## config.mk

```make
export PLATFORM = sky130hd
export DESIGN_NAME = nand_cycle_seq
export DESIGN_NICKNAME = d
export VERILOG_FILES = /design/src/rtl/nand_seq_pkg.sv /design/src/rtl/nand_phase_ctl.sv /design/src/rtl/nand_oe_gen.sv /design/src/rtl/nand_pin_drv.sv /design/src/rtl/nand_cycle_seq.sv
export SDC_FILE = /design/constraint.sdc
export NUM_CORES = 1
export LEC_CHECK = 0
export ABC_AREA = 1
export ABC_CLOCK_PERIOD_IN_PS = 3000
export BUFFER_PORTS_ARGS = -buffer_cell sky130_fd_sc_hd__buf_2
export CAP_MARGIN = 20
export CORE_AREA = 2 2 78 136
export CTS_CLUSTER_DIAMETER = 200
export CTS_CLUSTER_SIZE = 12
export DETAILED_ROUTE_END_ITERATION = 8
export DIE_AREA = 0 0 80 138
export GPL_ROUTABILITY_DRIVEN = 0
export PLACE_DENSITY = 0.75
export SETUP_SLACK_MARGIN = 0.15
export SLEW_MARGIN = 10
export SYNTH_ARGS = -nofsm -noshare
export SYNTH_HDL_FRONTEND = slang
export SYNTH_SLANG_ARGS = --single-unit
```

## constraint.sdc

```tcl
create_clock -name clk -period 3 [get_ports clk]
set_input_delay 0.15 -clock clk [delete_from_list [all_inputs] [get_ports clk]]
set_output_delay 0.15 -clock clk [all_outputs]
set_load 0.1 [all_outputs]
```

## src/rtl/nand_seq_pkg.sv

```systemverilog
package nand_seq_pkg;

   typedef logic [1:0] kind_t;

   localparam kind_t KIND_CMD  = 2'd0;
   localparam kind_t KIND_ADDR = 2'd1;
   localparam kind_t KIND_DATA = 2'd2;

   typedef enum logic [1:0] {
      PH_IDLE  = 2'd0,
      PH_SETUP = 2'd1,
      PH_WAIT  = 2'd2,
      PH_HOLD  = 2'd3
   } phase_t;

   function automatic logic is_data_kind(input kind_t k);
      return k[1];
   endfunction

endpackage

```

## src/rtl/nand_phase_ctl.sv

```systemverilog
module nand_phase_ctl
   import nand_seq_pkg::*;
#(
   parameter int FIELD_W = 8,
   parameter int DLY_W   = 4
) (
   input  logic               clk,
   input  logic               rst_n,
   input  logic               start,
   input  logic               start_read,
   input  kind_t              start_kind,
   input  logic [FIELD_W-1:0] setup_len,
   input  logic [FIELD_W-1:0] wait_len,
   input  logic [FIELD_W-1:0] hold_len,
   input  logic [DLY_W-1:0]   cle_dly,
   input  logic [DLY_W-1:0]   ale_dly,
   input  logic               wait_en,
   input  logic               rb_n,
   output phase_t             phase,
   output logic               done,
   output logic               wait_last
);

   if (FIELD_W < DLY_W + 1) begin : g_bad_width
      $error("nand_phase_ctl: FIELD_W must exceed DLY_W");
   end

   localparam logic [FIELD_W-1:0] ONE = FIELD_W'(1);

   function automatic logic [FIELD_W-1:0] floor1(input logic [FIELD_W-1:0] v);
      return (v == '0) ? ONE : v;
   endfunction

   logic [FIELD_W-1:0] cnt;
   logic [FIELD_W-1:0] wait_q;
   logic [FIELD_W-1:0] hold_q;
   kind_t              prev_q;
   logic [FIELD_W-1:0] turn_len;
   logic [FIELD_W-1:0] setup_eff;
   logic [FIELD_W-1:0] first_len;
   logic               released;

   always_comb begin
      turn_len = '0;
      if (start_read) begin
         if (prev_q == KIND_CMD) begin
            turn_len = FIELD_W'(cle_dly) + ONE;
         end else if (prev_q == KIND_ADDR) begin
            turn_len = FIELD_W'(ale_dly) + ONE;
         end
      end
      setup_eff = floor1(setup_len);
      first_len = (turn_len > setup_eff) ? turn_len : setup_eff;
   end

   assign released  = !(wait_en && !rb_n);
   assign wait_last = (phase == PH_WAIT) && (cnt == '0) && released;

   always_ff @(posedge clk or negedge rst_n) begin
      if (!rst_n) begin
         phase  <= PH_IDLE;
         cnt    <= '0;
         wait_q <= ONE;
         hold_q <= ONE;
         prev_q <= KIND_DATA;
         done   <= 1'b0;
      end else begin
         done <= 1'b0;
         case (phase)
            PH_IDLE: begin
               if (start) begin
                  phase  <= PH_SETUP;
                  cnt    <= first_len - ONE;
                  wait_q <= floor1(wait_len);
                  hold_q <= floor1(hold_len);
                  prev_q <= is_data_kind(start_kind) ? KIND_DATA : start_kind;
               end
            end
            PH_SETUP: begin
               if (cnt == '0) begin
                  phase <= PH_WAIT;
                  cnt   <= wait_q - ONE;
               end else begin
                  cnt <= cnt - ONE;
               end
            end
            PH_WAIT: begin
               if (cnt == '0) begin
                  if (released) begin
                     phase <= PH_HOLD;
                     cnt   <= hold_q - ONE;
                  end
               end else begin
                  cnt <= cnt - ONE;
               end
            end
            PH_HOLD: begin
               if (cnt == '0) begin
                  phase <= PH_IDLE;
                  done  <= 1'b1;
               end else begin
                  cnt <= cnt - ONE;
               end
            end
            default: phase <= PH_IDLE;
         endcase
      end
   end

   // a busy device at the end of the strobe phase keeps the strobe phase
   p_wait_stretch_r8: assert property (@(posedge clk) disable iff (!rst_n)
      (phase == PH_WAIT && cnt == '0 && wait_en && !rb_n) |=> (phase == PH_WAIT));

   // phases only ever advance setup -> strobe -> hold -> idle
   p_phase_order_r2: assert property (@(posedge clk) disable iff (!rst_n)
      (phase == PH_HOLD) |=> (phase == PH_HOLD || phase == PH_IDLE));

endmodule

```

## src/rtl/nand_oe_gen.sv

```systemverilog
module nand_oe_gen
   import nand_seq_pkg::*;
#(
   parameter int FIELD_W = 8
) (
   input  logic               clk,
   input  logic               rst_n,
   input  phase_t             phase,
   input  logic               is_write,
   input  logic [FIELD_W-1:0] hiz_len,
   output logic               drive
);

   localparam int EL_W = FIELD_W + 1;
   localparam logic [EL_W-1:0] EL_MAX = {EL_W{1'b1}};

   logic [EL_W-1:0] elapsed;

   always_ff @(posedge clk or negedge rst_n) begin
      if (!rst_n) begin
         elapsed <= '0;
      end else if (phase != PH_WAIT) begin
         elapsed <= '0;
      end else if (elapsed != EL_MAX) begin
         elapsed <= elapsed + EL_W'(1);
      end
   end

   assign drive = is_write &&
                  (((phase == PH_WAIT) && (elapsed > EL_W'(hiz_len))) ||
                   (phase == PH_HOLD));

endmodule

```

## src/rtl/nand_pin_drv.sv

```systemverilog
module nand_pin_drv
   import nand_seq_pkg::*;
#(
   parameter int DQ_W  = 16,
   parameter int LANES = DQ_W / 8
) (
   input  logic             clk,
   input  logic             rst_n,
   input  phase_t           phase,
   input  kind_t            kind,
   input  logic             is_write,
   input  logic             wide,
   input  logic             drive,
   input  logic             wait_last,
   input  logic [DQ_W-1:0]  wr_data,
   input  logic [DQ_W-1:0]  dq_i,
   output logic             ce_n,
   output logic             cle,
   output logic             ale,
   output logic             we_n,
   output logic             re_n,
   output logic [DQ_W-1:0]  dq_o,
   output logic [LANES-1:0] dq_oe,
   output logic [DQ_W-1:0]  rd_data
);

   logic active;
   logic capture;

   assign active  = (phase != PH_IDLE);
   assign ce_n    = !active;
   assign cle     = active && (kind == KIND_CMD);
   assign ale     = active && (kind == KIND_ADDR);
   assign we_n    = !((phase == PH_WAIT) && is_write);
   assign re_n    = !((phase == PH_WAIT) && !is_write);
   assign dq_o    = wr_data;
   assign capture = wait_last && !is_write;

   for (genvar l = 0; l < LANES; l++) begin : g_lane
      logic       lane_en;
      logic [7:0] q;
      if (l == 0) begin : g_base
         assign lane_en = 1'b1;
      end else begin : g_upper
         assign lane_en = wide && is_data_kind(kind);
      end
      assign dq_oe[l] = drive && lane_en;
      always_ff @(posedge clk or negedge rst_n) begin
         if (!rst_n) begin
            q <= '0;
         end else if (capture) begin
            q <= lane_en ? dq_i[l*8 +: 8] : 8'h00;
         end
      end
      assign rd_data[l*8 +: 8] = q;
   end

   // never both latch enables
   p_one_latch_r4: assert property (@(posedge clk) disable iff (!rst_n)
      !(cle && ale));

   // a strobe only inside an enabled cycle, never both strobes
   p_strobe_in_cycle_r3: assert property (@(posedge clk) disable iff (!rst_n)
      (!we_n || !re_n) |-> !ce_n);
   p_no_dual_strobe_r3: assert property (@(posedge clk) disable iff (!rst_n)
      !(!we_n && !re_n));

   // the bus is never driven while the read strobe is low
   p_no_drive_on_read_r5: assert property (@(posedge clk) disable iff (!rst_n)
      (dq_oe != '0) |-> re_n);

endmodule

```

## src/rtl/nand_cycle_seq.sv

```systemverilog
module nand_cycle_seq
   import nand_seq_pkg::*;
#(
   parameter int FIELD_W = 8,
   parameter int DLY_W   = 4,
   parameter int DQ_W    = 16
) (
   input  logic                 clk,
   input  logic                 rst_n,
   input  logic [4*FIELD_W-1:0] cfg_timing,
   input  logic [DLY_W-1:0]     cfg_cle_re,
   input  logic [DLY_W-1:0]     cfg_ale_re,
   input  logic                 cfg_wait_en,
   input  logic                 cfg_bank_en,
   input  logic [1:0]           cfg_width,
   input  logic                 req_valid,
   input  logic [1:0]           req_kind,
   input  logic                 req_write,
   input  logic [DQ_W-1:0]      req_data,
   output logic                 req_ready,
   output logic                 done,
   output logic [DQ_W-1:0]      rd_data,
   input  logic                 rb_n,
   output logic                 nand_ce_n,
   output logic                 nand_cle,
   output logic                 nand_ale,
   output logic                 nand_we_n,
   output logic                 nand_re_n,
   output logic [DQ_W-1:0]      nand_dq_o,
   output logic [DQ_W/8-1:0]    nand_dq_oe,
   input  logic [DQ_W-1:0]      nand_dq_i
);

   localparam int LANES = DQ_W / 8;

   if ((DQ_W % 8) != 0 || LANES < 1 || LANES > 2) begin : g_bad_dq
      $error("nand_cycle_seq: DQ_W must be 8 or 16");
   end

   phase_t             phase;
   logic               start;
   logic               wait_last;
   logic               drive;
   kind_t              kind_q;
   logic               write_q;
   logic               wide_q;
   logic [DQ_W-1:0]    data_q;
   logic [FIELD_W-1:0] f_setup, f_wait, f_hold, f_hiz;
   logic [FIELD_W-1:0] hiz_q;

   assign f_setup   = cfg_timing[0*FIELD_W +: FIELD_W];
   assign f_wait    = cfg_timing[1*FIELD_W +: FIELD_W];
   assign f_hold    = cfg_timing[2*FIELD_W +: FIELD_W];
   assign f_hiz     = cfg_timing[3*FIELD_W +: FIELD_W];

   assign req_ready = (phase == PH_IDLE);
   assign start     = req_valid && req_ready && cfg_bank_en;

   always_ff @(posedge clk or negedge rst_n) begin
      if (!rst_n) begin
         kind_q  <= KIND_DATA;
         write_q <= 1'b0;
         wide_q  <= 1'b0;
         data_q  <= '0;
         hiz_q   <= '0;
      end else if (start) begin
         kind_q  <= req_kind;
         write_q <= req_write;
         wide_q  <= (cfg_width == 2'd1) && (LANES > 1);
         data_q  <= req_data;
         hiz_q   <= f_hiz;
      end
   end

   nand_phase_ctl #(.FIELD_W(FIELD_W), .DLY_W(DLY_W)) u_phase (
      .clk        (clk),
      .rst_n      (rst_n),
      .start      (start),
      .start_read (!req_write),
      .start_kind (req_kind),
      .setup_len  (f_setup),
      .wait_len   (f_wait),
      .hold_len   (f_hold),
      .cle_dly    (cfg_cle_re),
      .ale_dly    (cfg_ale_re),
      .wait_en    (cfg_wait_en),
      .rb_n       (rb_n),
      .phase      (phase),
      .done       (done),
      .wait_last  (wait_last)
   );

   nand_oe_gen #(.FIELD_W(FIELD_W)) u_oe (
      .clk      (clk),
      .rst_n    (rst_n),
      .phase    (phase),
      .is_write (write_q),
      .hiz_len  (hiz_q),
      .drive    (drive)
   );

   nand_pin_drv #(.DQ_W(DQ_W), .LANES(LANES)) u_pins (
      .clk       (clk),
      .rst_n     (rst_n),
      .phase     (phase),
      .kind      (kind_q),
      .is_write  (write_q),
      .wide      (wide_q),
      .drive     (drive),
      .wait_last (wait_last),
      .wr_data   (data_q),
      .dq_i      (nand_dq_i),
      .ce_n      (nand_ce_n),
      .cle       (nand_cle),
      .ale       (nand_ale),
      .we_n      (nand_we_n),
      .re_n      (nand_re_n),
      .dq_o      (nand_dq_o),
      .dq_oe     (nand_dq_oe),
      .rd_data   (rd_data)
   );

   // completion is a single-cycle pulse
   p_done_pulse_r10: assert property (@(posedge clk) disable iff (!rst_n)
      done |=> !done);

   // an accepted request enables the device on the next cycle
   p_start_enables_r10: assert property (@(posedge clk) disable iff (!rst_n)
      (req_valid && req_ready && cfg_bank_en) |=> !nand_ce_n);

   // with the bank off an idle block stays idle
   p_bank_off_r11: assert property (@(posedge clk) disable iff (!rst_n)
      (nand_ce_n && !cfg_bank_en) |=> nand_ce_n);

endmodule

```

== After elaboration in Yosys (flattened, before gate mapping) ==
Index checks and enable logic that the tools add are counted.
Operators by class
  $mul: 0
  div/mod/pow operators: 0
  reductions and logical operators: 33
  equal/unequal tests: 15
  shifts and indexed selects: 0
  bitwise operators: 0
  add/subtract/negate cells: 7
  mux-type cells: 25
  order comparisons: 2
Operators by type and width (number)
  8-bit two-way mux: 13
  8-bit zero test: 4
  8-bit case mux with 4 select lines: 1
  8-bit by 1-bit subtractor with 8-bit output, second input constant: 4
  9-bit two-way mux: 2
  1-bit logical AND: 14
  2-bit two-way mux: 6
  4-bit by 1-bit adder with 5-bit output, second input constant: 2
  2-bit inequality test, second input constant: 5
  9-bit by 1-bit adder with 9-bit output, second input constant: 1
  9-bit by 8-bit > comparator with 1-bit output: 1
  9-bit inequality test, second input constant: 1
  2-bit by 1-bit equality test with 1-bit output, second input constant: 4
  8-bit > comparator: 1
  2-bit case mux with 4 select lines: 1
  1-bit zero test: 6
  2-bit zero test: 3
  5-bit AND reduction: 1
  2-bit equality test, second input constant: 2
  2-bit by 1-bit inequality test with 1-bit output, second input constant: 2
  2-bit nonzero test: 2
  3-bit inequality test, second input constant: 1
  3-bit AND reduction: 1
  1-bit two-way mux: 2
  2 further kinds: 2
Word-level totals
  ROM bits: 0
  RAM bits: 0
  latch bits: 0
  register bits: 82
  output and inout port bits: 41
  logic and storage cells: 96
  memories: 0
  input bits: 83

== Depth between registers and ports, before layout ==
  word-level depth: 9
  depth in mapped cells: 25
  gate-level depth less buffers: 25

== Cells and area by module ==
Synthesis repeated with hierarchy kept, for this count alone.
Unflattened totals
  cell total of the unflattened synthesis: 679
  area, all modules: 5221.3 sq um
By module, submodules not included
  nand_phase_ctl: seq. area each 729.4 sq um, area each 2466.1 sq um, cells an instance 356, times used 1
  nand_cycle_seq: seq. area each 701.9 sq um, area each 1192.4 sq um, cells an instance 129, times used 1
  nand_pin_drv: seq. area each 400.4 sq um, area each 869.6 sq um, cells an instance 96, times used 1
  nand_oe_gen: seq. area each 225.2 sq um, area each 693.2 sq um, cells an instance 98, times used 1

== Least setup slack after synthesis ==
No wires, ideal clock.
  path type: register -> output
  start: register u_phase.phase[0]
  end: output nand_ale
  data required time: 2.850 ns
  path buffers: 2
  arrival time: 3.531 ns
  cell stages (with the launch flop): 6
  path slack: -0.681 ns
  cells stage by stage: dfrtp_1 inv_1 ha_1 buf_2 clkbuf_8 nor3_1
On the way
  word-level cells in the longest chain between the ends: 2
RTL lines
  start: declaration: line nand_phase_ctl.sv:19  | output phase_t phase,
  start signal: assignment: line nand_phase_ctl.sv:61  | phase <= PH_IDLE;
  start signal: assignment: line nand_phase_ctl.sv:72  | phase <= PH_SETUP;
  start signal: assignment: line nand_phase_ctl.sv:81  | phase <= PH_WAIT;
  2-bit nonzero test: line nand_pin_drv.sv:30  | assign active = (phase != PH_IDLE);
  1-bit logical AND: line nand_pin_drv.sv:33  | assign ale = active && (kind == KIND_ADDR);
  end: declaration: line nand_cycle_seq.sv:26  | output logic nand_ale,
Every way passes these cells.

== Worst setup path after layout ==
  start: register u_phase.prev_q[1]
  end: register u_phase.cnt[6]
On the way
  word-level cells in the longest chain between the ends: 9
  elaborated cells between the ends (all ways): 10
  classes of those cells: add/sub: 1; order compare: 1; eq/ne: 1; mux: 6; reduce/logical: 1
RTL lines
  start: declaration: line nand_phase_ctl.sv:37  | kind_t prev_q;
  start signal: assignment: line nand_phase_ctl.sv:76  | prev_q <= is_data_kind(start_kind) ? KIND_DATA : start_kind;
  2-bit by 1-bit equality test with 1-bit output: line nand_phase_ctl.sv:48  | end else if (prev_q == KIND_ADDR) begin
  8-bit two-way mux: line nand_phase_ctl.sv:48
  8-bit two-way mux *: line nand_phase_ctl.sv:46  | if (prev_q == KIND_CMD) begin
  8-bit two-way mux *: line nand_phase_ctl.sv:45  | if (start_read) begin
  8-bit > comparator: line nand_phase_ctl.sv:53  | first_len = (turn_len > setup_eff) ? turn_len : setup_eff;
  8-bit two-way mux *: line nand_phase_ctl.sv:53
  8-bit by 1-bit subtractor with 8-bit output *: line nand_phase_ctl.sv:73  | cnt <= first_len - ONE;
  8-bit two-way mux *: line nand_phase_ctl.sv:71  | if (start) begin
  8-bit case mux with 4 select lines *: line nand_phase_ctl.sv:69  | case (phase)
  end signal: assignment: line nand_phase_ctl.sv:73
  end signal: assignment: line nand_phase_ctl.sv:82  | cnt <= wait_q - ONE;
  end signal: assignment: line nand_phase_ctl.sv:84  | cnt <= cnt - ONE;
  end: declaration: line nand_phase_ctl.sv:34  | logic [FIELD_W-1:0] cnt;
Every way passes the cells marked *; elsewhere a longest branch is shown, timed or not. The select of a mux whose other input is x is not followed.
A chain may end at the register's enable or synchronous reset.

==> metrics.yaml <==
place:
  dpl.hpwl_um: 9190
  portBuffers: 123
  dp.cells: 856
cells_and_area:
  drive_gt1_frac: 0.272
  final_util: 0.606
  area_delta_synth_final_pct: 24.6
  stdcell_count: 882
  diodes: 0
  fill_cells: 935
  num-nets-final: 858
die:
  fp.dieH_um: 138
  core-area_sq_um: 10100
  fp.dieW_um: 80
  pin_count: 124
  dieArea_sq_um: 11000
  rows: 49
  initial_core_util: 0.487
global_routing:
  grt_usage: 0.226
  grt-ovfl-total: 0
  antenna_found_initial: 0
  grt_max_degree: 83
  grt_pass1_vias: 4516
  grt_first_pass_wirelength_um: 19800
worst_hold_path:
  hp-class: "in -> reg"
drt:
  viasPerCell: 5.08
  detail_route.iter0.violations: 189
  wl_per_cell_um: 13.9
  wl_um: 12200
  antenna_left: 0
  drt_first_pass_iters: 4
  route.detailed.drc: 0
  via_count: 4481
synthesis:
  synth.distinct_cells: 43
  mappedNetlistArea_sq_um: 4890
  avgSynthCellArea_sq_um: 7.88
  ys_seq_area_frac: 0.420
  synth_area_leaders: "dfrtp_1, nand2_1, ha_1"
  ys_warn_count: 0
  synth_most_common_cell: "nand2_1"
  yosysTopAreaCell: "dfrtp_1"
  ys.flop_type: "dfrtp_1"
  synthCells: 621
  synth_top_area_frac: 0.399
  async_flop_share: 1.00
  synth_edf_count: 0
  synth_common_cells: "nand2_1, dfrtp_1, inv_1"
  ys_seq_elements: 82
  syn-num-nets: 729
sta:
  setup_viol: 0
  worst_pin_slew_ns: 0.502
  rsz0062_at_grt: "true"
  slew_viol_final: 0
  min_period_ns: 2.75
  slew_headroom: 0.667
  final-hold-violation-count: 0
  max_freq_ghz: 0.363
  post-route-period-util: 0.918
  skew_ns: 0.00503
  hold_slack_ns: 0.0117
power:
  power_density_nw_per_um2: 1110
  leakagePower_uw: 0.00323
  power_uw: 6750
  max-vdd-ir-drop_uv: 1010
clocking:
  clock_tree.root_cell: "clkbuf_16"
  htree_levels: 3
  clkTransAtPathRegs_ns: 0.06
  cts_tree: "built"
  cts.path.max_buffers: 2
  clk_latency_ns: 0.34
  cts_buffers: 9
  cts.sinks: 82
flow_run:
  max_cap_viol_count: 0
worst_setup_path:
  startpoint_type: "flop"
  cp-end-kind: "flop"
  cp_max_fo: 5
  cp.arrival_ns: 3.02
  crit_top_cell: "nand2_1"
  path_class: "reg -> reg"
  path_delay_family: "simple AND/OR/NAND/NOR gates"
  path_cells: "inv_2, nand2_2, inv_2, nand3_1, nand2_1, nand2_1, inv_1, ha_1, nand2_1, inv_2, nand2_1, nand2_1, nand2_2, nand2_4, nand2_8, nand2_2, nand2_4, ha_4, nand2_4, nor2_4, nand2_1, nand2_1, nand3_2, a21oi_2"
  cpMaxStageDelayCell: "dfstp_2"
  path_buf_inv: 4
  crit_required_ns: 3.26
  cpPeakStageDelay_ns: 0.56
outcome:
  status: "completed"
[worst reg2reg max path: stages (launching register included)]
cell and delay [ns]:
dfstp_2 0.56, inv_2 0.04, nand2_2 0.07, inv_2 0.05, nand3_1 0.08, nand2_1 0.06
nand2_1 0.09, inv_1 0.05, ha_1 0.28, nand2_1 0.07, inv_2 0.05, nand2_1 0.07
nand2_1 0.08, nand2_2 0.09, nand2_4 0.10, nand2_8 0.10, nand2_2 0.08, nand2_4 0.10
ha_4 0.14, nand2_4 0.06, nor2_4 0.12, nand2_1 0.06, nand2_1 0.07, nand3_2 0.06
a21oi_2 0.15
[through the flow]
stage	instance area [sq um]	TNS [ns]	worst slack [ns]
6_report	6100	0	0.247
5_1_grt	6100	0	0.0547
4_1_cts	5970	0	0.179
3_5_place_dp	5600	0	0.207
3_3_place_gp	5600	0	0.327
2_1_floorplan	4890	-1.36	-0.681
[repair_timing]
action / in CTS / in global routing
hold buffers: 5 / 1
gates resized for setup: 0 / 9
buffers inserted: 0 / 3
endpoints found under the hold margin: 5 / 16
endpoints found under the setup margin: 0 / 4
[cells by family (layout without fill, tap and decap cells)]
logic type,Yosys count,in the layout,share of synthesized area
compound gates,98,98,0.107
xor+xnor,12,12,0.0215
fa+ha+maj,25,25,0.0639
buf+inv,100,234,0.0826
flops,82,82,0.420
mux,8,8,0.0184
simple gates,296,296,0.286
[layout by cell type (no fill, tap or decap), drive strengths merged, types with 2 or more instances in the layout]
master,netlist,routed
bufinv,0,2
buf,9,130
and3,2,2
clkinv,2,2
nand3b,2,2
nand2,191,191
xnor2,2,2
o21ai,54,54
nand4,7,7
a31oi,4,4
o22ai,6,6
inv,79,79
dlygate4sd3,0,6
nor4,3,3
clkbuf,10,15
nor3,13,13
mux2,8,8
dfstp,4,4
or2,2,2
ha,25,25
a21oi,29,29
nand3,31,31
dfrtp,78,78
xor2,10,10
nor2,43,43
[area by class of cell]
class	instances	area (sq um)	area share
Inverter	81	304	0.0499
Sequential cell	82	2060	0.337
Clock buffer	14	264	0.0433
Timing Repair Buffer	137	761	0.125
Multi-Input combinational cell	439	2490	0.409
Tap cell	127	159	0.0261
Clock inverter	2	60.1	0.00985
[per-layer routing]
layer	part of all wire	GRT usage	vias to the layer above
met4	0.032	0.120	0
met3	0.031	0.0418	27
met1	0.38	0.247	2099
met5	0	0	-
met2	0.56	0.402	104
li1	-	-	2251
[report_power, final]
part | internal (uW) | switching (uW)
sequential | 1570 | 301
clock | 776 | 427
combinational | 906 | 2780
total | 3250 | 3500
[registers in the layout (all words and copies together) (netlist names)]
name and flops:
data_q 16, hiz_q 8, kind_q 2, u_oe.elapsed 9
u_phase.cnt 8, u_phase.done 1, u_phase.hold_q 8, u_phase.phase 2
u_phase.prev_q 2, u_phase.wait_q 8, u_pins.g_lane.q 16, wide_q 1
write_q 1
[final timing paths]
kind | startpoint | end | slack, ns | depth (start not counted)
min reg2reg | data_q[11] | data_q[11] | 0.47 | 2
min in group asynchronous | rst_n | u_pins.g_lane[0].q[6] | 0.22 | 2
max in group asynchronous | rst_n | u_phase.hold_q[0] | 2.14 | 3
max | u_phase.prev_q[1] | u_phase.cnt[6] | 0.25 | 24
min | req_data[3] | data_q[3] | 0.01 | 3
max reg2reg | u_phase.prev_q[1] | u_phase.cnt[6] | 0.25 | 24
Power figures use the tool's default switching activity.
